$ cat config.mk
export PLATFORM = sky130hd
export DESIGN_NAME = dd_ffirst_seq
export DESIGN_NICKNAME = d
export VERILOG_FILES = /design/src/rtl/ffs_pkg.sv /design/src/rtl/ffs_order.sv /design/src/rtl/ffs_test.sv /design/src/rtl/dd_ffirst_seq.sv
export SDC_FILE = /design/constraint.sdc
export NUM_CORES = 1
export LEC_CHECK = 0
export ABC_AREA = 1
export ABC_CLOCK_PERIOD_IN_PS = 3800
export BUFFER_PORTS_ARGS = -buffer_cell sky130_fd_sc_hd__buf_2
export CAP_MARGIN = 40
export CORE_ASPECT_RATIO = 1.25
export CORE_UTILIZATION = 40
export DETAILED_ROUTE_END_ITERATION = 8
export REMOVE_ABC_BUFFERS = 1
export SYNTH_ARGS = -nofsm -noshare
export SYNTH_HDL_FRONTEND = slang
export SYNTH_SLANG_ARGS = --single-unit
$ cat constraint.sdc
create_clock -name clk -period 3.8 [get_ports clk]
set_clock_uncertainty 0.05 [all_clocks]
set_input_delay 0.76 -clock clk [delete_from_list [all_inputs] [get_ports clk]]
set_output_delay 0.76 -clock clk [all_outputs]
set_load 0.03 [all_outputs]
$ cat src/rtl/ffs_pkg.sv
package ffs_pkg;
  localparam int CB_SO = 0;
  localparam int CB_EQ = 1;
  localparam int CB_GT = 2;
  localparam int CB_LT = 3;

  typedef struct packed {
    logic       rec;
    logic       inv;
    logic       incl;
    logic [1:0] sel;
  } ffs_mode_t;
endpackage

$ cat src/rtl/ffs_order.sv
module ffs_order #(
  parameter int MAX_VL = 64,
  localparam int VLW = $clog2(MAX_VL + 1),
  localparam int IW  = $clog2(MAX_VL)
) (
  input  logic           clk,
  input  logic           rst,
  input  logic           load,
  input  logic           adv,
  input  logic           rev,
  input  logic [VLW-1:0] vl,
  output logic [VLW-1:0] step,
  output logic [IW-1:0]  idx,
  output logic           last
);
  logic [VLW-1:0] vl_q;
  logic           rev_q;

  always_ff @(posedge clk) begin
    if (rst) begin
      step  <= '0;
      idx   <= '0;
      vl_q  <= '0;
      rev_q <= 1'b0;
    end else if (load) begin
      step  <= '0;
      vl_q  <= vl;
      rev_q <= rev;
      idx   <= rev ? IW'(vl - VLW'(1)) : '0;
    end else if (adv) begin
      step <= step + VLW'(1);
      idx  <= rev_q ? idx - IW'(1) : idx + IW'(1);
    end
  end

  assign last = (step == vl_q - VLW'(1));
endmodule

$ cat src/rtl/ffs_test.sv
module ffs_test
  import ffs_pkg::*;
(
  input  logic [3:0] cond,
  input  logic       fpx,
  input  logic       rec,
  input  logic [1:0] sel,
  input  logic       inv,
  output logic       fail
);
  logic tbit;
  always_comb begin
    tbit = rec ? cond[sel] : cond[CB_EQ];
    fail = (tbit == inv) | fpx;
  end
endmodule

$ cat src/rtl/dd_ffirst_seq.sv
module dd_ffirst_seq
  import ffs_pkg::*;
#(
  parameter int MAX_VL = 64,
  localparam int VLW = $clog2(MAX_VL + 1),
  localparam int IW  = $clog2(MAX_VL)
) (
  input  logic              clk,
  input  logic              rst,
  input  logic              start_i,
  input  logic [VLW-1:0]    vl_i,
  input  logic              rev_i,
  input  logic              rec_i,
  input  logic [1:0]        sel_i,
  input  logic              inv_i,
  input  logic              incl_i,
  input  logic [MAX_VL-1:0] pred_i,
  input  logic [3:0]        cond_i,
  input  logic              fpx_i,
  output logic              busy_o,
  output logic [IW-1:0]     idx_o,
  output logic              commit_o,
  output logic [IW-1:0]     cidx_o,
  output logic              res_we_o,
  output logic              fpx_o,
  output logic              done_o,
  output logic [VLW-1:0]    new_vl_o
);
  ffs_mode_t         mode_q;
  logic [MAX_VL-1:0] pred_q;
  logic              busy_q;
  logic [VLW-1:0]    step;
  logic [IW-1:0]     idx;
  logic              last, tfail, active, act_fail, go, load, adv;

  assign go       = start_i & ~busy_q;
  assign load     = go & (vl_i != '0);
  assign active   = pred_q[idx];
  assign act_fail = active & tfail;
  assign adv      = busy_q & ~act_fail & ~last;

  ffs_order #(.MAX_VL(MAX_VL)) u_order (
    .clk(clk), .rst(rst), .load(load), .adv(adv), .rev(rev_i),
    .vl(vl_i), .step(step), .idx(idx), .last(last)
  );

  ffs_test u_test (
    .cond(cond_i), .fpx(fpx_i), .rec(mode_q.rec), .sel(mode_q.sel),
    .inv(mode_q.inv), .fail(tfail)
  );

  always_ff @(posedge clk) begin
    if (rst) begin
      busy_q   <= 1'b0;
      mode_q   <= '0;
      pred_q   <= '0;
      done_o   <= 1'b0;
      commit_o <= 1'b0;
      cidx_o   <= '0;
      res_we_o <= 1'b0;
      fpx_o    <= 1'b0;
      new_vl_o <= '0;
    end else begin
      done_o   <= 1'b0;
      commit_o <= 1'b0;
      res_we_o <= 1'b0;
      fpx_o    <= 1'b0;
      if (go) begin
        mode_q.rec  <= rec_i;
        mode_q.inv  <= inv_i;
        mode_q.incl <= incl_i & ~rec_i;
        mode_q.sel  <= sel_i;
        pred_q      <= pred_i;
        if (vl_i == '0) begin
          done_o   <= 1'b1;
          new_vl_o <= '0;
        end else begin
          busy_q <= 1'b1;
        end
      end else if (busy_q) begin
        cidx_o <= idx;
        if (act_fail) begin
          busy_q   <= 1'b0;
          done_o   <= 1'b1;
          new_vl_o <= step + VLW'(mode_q.incl);
          commit_o <= mode_q.incl;
          res_we_o <= mode_q.incl & mode_q.rec;
          fpx_o    <= fpx_i & mode_q.incl;
        end else begin
          commit_o <= active;
          res_we_o <= active & mode_q.rec;
          if (last) begin
            busy_q   <= 1'b0;
            done_o   <= 1'b1;
            new_vl_o <= step + VLW'(1);
          end
        end
      end
    end
  end

  assign busy_o = busy_q;
  assign idx_o  = idx;
endmodule

After elaboration in Yosys (flattened, before gate mapping):

Cells that the tools add are included.

* bits in registers: 108
* input port bits: 85
* output and inout port bits: 24

* $add $sub $neg: 6
* $lt $le $gt $ge: 2
* eq/ne operators: 4
* mux-type cells: 26
* bitwise gates (word level): 15
* reductions and logical operators: 10

Operators with widths (number)
* two-way mux 7 bit: 5
* two-way mux 6 bit: 4
* two-way mux 1 bit: 15
* subtractor 6 x 1 -> 6 bit, second input constant: 2
* bitwise AND 1 bit: 9
* adder 7 x 1 -> 7 bit: 1
* adder 7 x 1 -> 7 bit, second input constant: 1
* == test 7 bit: 1
* zero test 7 bit: 1
* less-than comparator 6 x 7 -> 1 bit, second input constant: 1
* nonzero test 7 bit: 1
* subtractor 7 x 1 -> 7 bit, second input constant: 1
* adder 6 x 1 -> 6 bit, second input constant: 1
* binary-select mux 1 bit (select 6 bit): 1
* inverter 1 bit: 5
* nonzero test 2 bit: 2
* OR reduction 4 bit: 1
* less-than comparator 2 x 3 -> 1 bit, second input constant: 1
* AND reduction 3 bit: 1
* nonzero test 3 bit: 1
* OR reduction 3 bit: 1
* binary-select mux 1 bit (select 2 bit): 1
* != test 2 x 1 -> 1 bit, second input constant: 1
* != test 2 bit, second input constant: 1
* 4 further kinds: 4

Longest topological paths before layout:

* word-level depth: 11
* mapped depth: 18

Hierarchy:

A second synthesis with hierarchy kept.

* cells, all modules: 771
* area, all modules: 5271.3 um^2

Modules (own cells, without submodules)
* dd_ffirst_seq: instances 1, cells each 543, area each 3814.9 um^2, sequential area each 1741.7 um^2
* ffs_order: instances 1, cells each 206, area each 1338.8 um^2, sequential area each 420.4 um^2
* ffs_test: instances 1, cells each 22, area each 117.6 um^2, sequential area each 0.0 um^2

Worst setup path before layout:

Ideal clock, no wire load.

* path kind: input -> register
* from: in cond_i[1]
* to: reg u_order.idx[3]
* arrival time: 2068 ps
* slack: 1612 ps
* cell stages on the path: 13
* cell sequence: inv_1 -> a21oi_1 -> o21ai_1 -> nand3_1 -> o21ai_1 -> or2_2 -> nand3_1 -> nand2_4 -> nand2_4 -> buf_6 -> buf_6 -> nand3_1 -> a21oi_1

* longest elaborated chain between the ends: 10

Ends and longest elaborated chain
* start, declared: line dd_ffirst_seq.sv:18 `input logic [3:0] cond_i,`
* binary-select mux 1 bit (select 2 bit): line ffs_test.sv:13 `tbit = rec ? cond[sel] : cond[CB_EQ];`
* two-way mux 1 bit (not written as such): line ffs_test.sv:13
* two-way mux 1 bit (*): line ffs_test.sv:13
* == test 1 bit (*): line ffs_test.sv:14 `fail = (tbit == inv) | fpx;`
* bitwise OR 1 bit (*): line ffs_test.sv:14
* bitwise AND 1 bit (*): line dd_ffirst_seq.sv:39 `assign act_fail = active & tfail;`
* inverter 1 bit (no line) (*)
* bitwise AND 1 bit (*) (2 in series): line dd_ffirst_seq.sv:40 `assign adv = busy_q & ~act_fail & ~last;`
* nonzero test 2 bit (no line) (*)
* end signal, assigned: line ffs_order.sv:29 `idx <= rev ? IW'(vl - VLW'(1)) : '0;`
* end signal, assigned: line ffs_order.sv:32 `idx <= rev_q ? idx - IW'(1) : idx + IW'(1);`
* end, declared: line ffs_order.sv:13 `output logic [IW-1:0] idx,`

Mark *: on every way between the ends. The rest lies on a longest branch, timed or not. The select of a mux whose other input is x is not followed.
A chain may end at the register's enable or synchronous reset.

Worst setup path in the final report:

* from: reg u_order.idx[0]
* to: reg new_vl_o[0]

* longest elaborated chain between the ends: 6

Ends and longest elaborated chain
* binary-select mux 1 bit (select 6 bit) (*): line dd_ffirst_seq.sv:38 `assign active = pred_q[idx];`
* two-way mux 1 bit (not written as such) (*): line dd_ffirst_seq.sv:38
* bitwise AND 1 bit (*): line dd_ffirst_seq.sv:39
* two-way mux 7 bit: line dd_ffirst_seq.sv:82 `if (act_fail) begin`
* two-way mux 7 bit: line dd_ffirst_seq.sv:80 `end else if (busy_q) begin`
* two-way mux 7 bit: line dd_ffirst_seq.sv:68 `if (go) begin`
* end signal, assigned: line dd_ffirst_seq.sv:85 `new_vl_o <= step + VLW'(mode_q.incl);`
* end signal, assigned: line dd_ffirst_seq.sv:95 `new_vl_o <= step + VLW'(1);`
* end, declared: line dd_ffirst_seq.sv:27 `output logic [VLW-1:0] new_vl_o`

Marked as above.

==> results.json <==
{
  "clockBufferDepth": 2,
  "yosys-top-cells-area": "dfxtp_1, nor2_1, nand2_1, o21ai_0, nand3_1",
  "synth_top_area_cell": "dfxtp_1",
  "die_y_um": 132,
  "synth_edf_count": 0,
  "hold_viol": 0,
  "period_needed_ns": 2.63,
  "yosys_warnings": 0,
  "finalNonFillerCells": 1045,
  "ys_seq_elements": 108,
  "htree_levels": 3,
  "synth_flop_cell": "dfxtp_1",
  "dp_cells": 1029,
  "cts_resized": 0,
  "num_rows": 47,
  "hold_class": "register to register",
  "start_util_pct": 40.9,
  "power_frac_clock_pct": 31.3,
  "cts_made_buffers": 9,
  "regArea_um2": 2160,
  "die_x_um": 106,
  "synth_cells": 785,
  "yosysMostFrequentCell": "nor2_1",
  "reg2reg_depth": 16,
  "cts_setup_buffers": 0,
  "ys_seq_area_share_pct": 40.2,
  "grt_usage_pct": 20.5,
  "drive_gt1_share_pct": 17.0,
  "relSlewSlack_pct": 50.4,
  "area_delta_synth_final_pct": 16.9,
  "timing.setup.tns_ns": 0,
  "synth_area_um2": 5380,
  "wl_per_cell_um": 12.8,
  "dp.final_hpwl_um": 9200,
  "nets": 965,
  "grt_pass1_vias": 4876,
  "fin_crit_sh_pct": 69.2,
  "status": "completed",
  "path_max_fanout": 34,
  "ir_drop_mv": 0.213,
  "critPathArrivalTime_ns": 2.87,
  "hold_path_depth": 2,
  "antenna_cells": 0,
  "power_frac_comb_pct": 26.1,
  "dieArea_um2": 13900,
  "grt_pass1_wl_um": 23200,
  "core-area_um2": 13200,
  "crit_required_ns": 4.04,
  "drv_slew": 0,
  "grt_max_degree": 59,
  "numPortBuffers": 108,
  "p_total_uw": 3100,
  "clock_sinks": 108,
  "drtIter0Drc": 158,
  "drc": 0,
  "worstMarginPinSlew_ns": 0.743,
  "place_congestion": 0.877,
  "synth.distinct_cells": 39,
  "antenna_found_initial": 0,
  "p_leak_uw": 0.00293,
  "async_reset_ff_share_pct": 0,
  "maxCapViolations": 0,
  "cp-start-kind": "register",
  "multi_input_area_um2": 2770,
  "synth_commonest_cells": "nor2_1, nand2_1, dfxtp_1",
  "setup_viol": 0,
  "grt.overflow.total": 0,
  "seq_power_share_pct": 42.6,
  "cts_tree": "built",
  "power_switching_uw": 1050,
  "first_pass_iters": 4,
  "crit_type": "register to register",
  "clock_latency_ns": 0.34,
  "path_clk_slew_ns": 0.08,
  "antenna_left": 0,
  "ios": 109,
  "avgSynthCellArea_um2": 6.86,
  "swShare_pct": 33.8,
  "rsz0062_at_grt": "false",
  "synth_top_area_share_pct": 40.2,
  "pwr_density_cell_nw_per_um2": 492,
  "cts-root-buf": "clkbuf_16",
  "hold_buffers": 0,
  "cp-end-kind": "register",
  "final_util_pct": 47.8,
  "wl_um": 13400,
  "fill_cells": 1464,
  "routed_via_density": 4.84,
  "vias": 5053,
  "fmax_ghz": 0.381,
  "p_int_uw": 2050
}
==> layer usage <==
metal  GRT usage, %  part of all wire (%)
met1           25.4                    45
met2           36.2                    50
met3           4.02                   4.7
met4           4.63                  0.54
met5              0                     0
==> stage by stage <==
step | hold WS [ns] | setup slack (ns) | cell area (um2)
final | 0.425 | 1.17 | 6290
after global routing | 0.466 | 0.843 | 6290
after CTS | 0.428 | 1.14 | 6290
after detailed placement | 0.416 | 0.878 | 5990
after global placement | 0.412 | 0.916 | 5990
after floorplan | 0.395 | -1.27 | 5130
==> final cells by class <==
type,instances,share of cell area (%)
clock buffers,9,3.58
clock inverters,7,1.31
inverters,53,3.28
multi-input cells,578,44.0
flip-flops and latches,108,34.4
well taps,171,3.40
repair buffers,119,10.1
==> power by group through the flow <==
stage | registers, uW | clock network, uW | logic (uW)
after global routing | 1330 | 1050 | 923
after floorplan | 1410 | 0 | 482
after CTS | 1320 | 991 | 821
final | 1320 | 970 | 808
after detailed placement | 1340 | 0 | 817
after global placement | 1340 | 0 | 811
==> critical path: stages (launching register included) <==
cell     delay [ns]
dfxtp_1        0.31
buf_4          0.22
inv_6          0.25
nand2_1        0.08
nand3_1        0.07
nand3_1        0.10
nand2_1        0.11
nand2_1        0.06
nand3_1        0.08
nand3_2        0.10
nand2_4        0.17
nand2_4        0.10
nand2_4        0.21
nand2_1        0.31
nand2_1        0.14
nand2_1        0.06
nor2_1         0.11
==> path summary, 6_finish.rpt <==
path / startpoint / end / slack (ns)
worst max-delay path: u_order.idx[0] / new_vl_o[0] / 1.17
worst min-delay path: mode_q[3] / mode_q[3] / 0.43
worst min register to register: mode_q[3] / mode_q[3] / 0.43
worst max register to register: u_order.idx[0] / new_vl_o[0] / 1.17
==> cells by family (layout without fill, tap and decap cells) <==
kind of cell	after synthesis	in the layout	synth area share, %
buffers and inverters	99	188	8.58
AOI/OAI and AO/OA	130	130	12.8
adders and majority gates	11	11	2.70
DFF	108	108	40.2
and+or+nand+nor	411	411	31.5
xor gates and xnor gates	26	26	4.23
==> sequential cells by signal, indices dropped and copies added, names as in the netlist <==
register       cells
busy_o             1
mode_q             5
u_order.rev_q      1
res_we_o           1
u_order.idx        6
pred_q            64
cidx_o             6
u_order.step       7
done_o             1
fpx_o              1
commit_o           1
u_order.vl_q       7
new_vl_o           7
==> placed cells by master (no fill, tap or decap), types with 2 or more instances in the layout <==
master,n
nor2_1,171
nand2_1,146
dfxtp_1,108
buf_2,108
o21ai_0,86
nand3_1,75
inv_1,48
a21oi_1,26
xor2_1,16
xnor2_1,10
ha_1,10
buf_4,10
clkbuf_16,9
nor3_1,6
o22ai_1,4
nand2_4,3
a21boi_0,3
inv_6,2
inv_2,2
nand3_2,2
o21ai_1,2
or2_2,2
nor4_1,2
inv_8,2
Note: power is estimated with default switching activity, not from simulation.
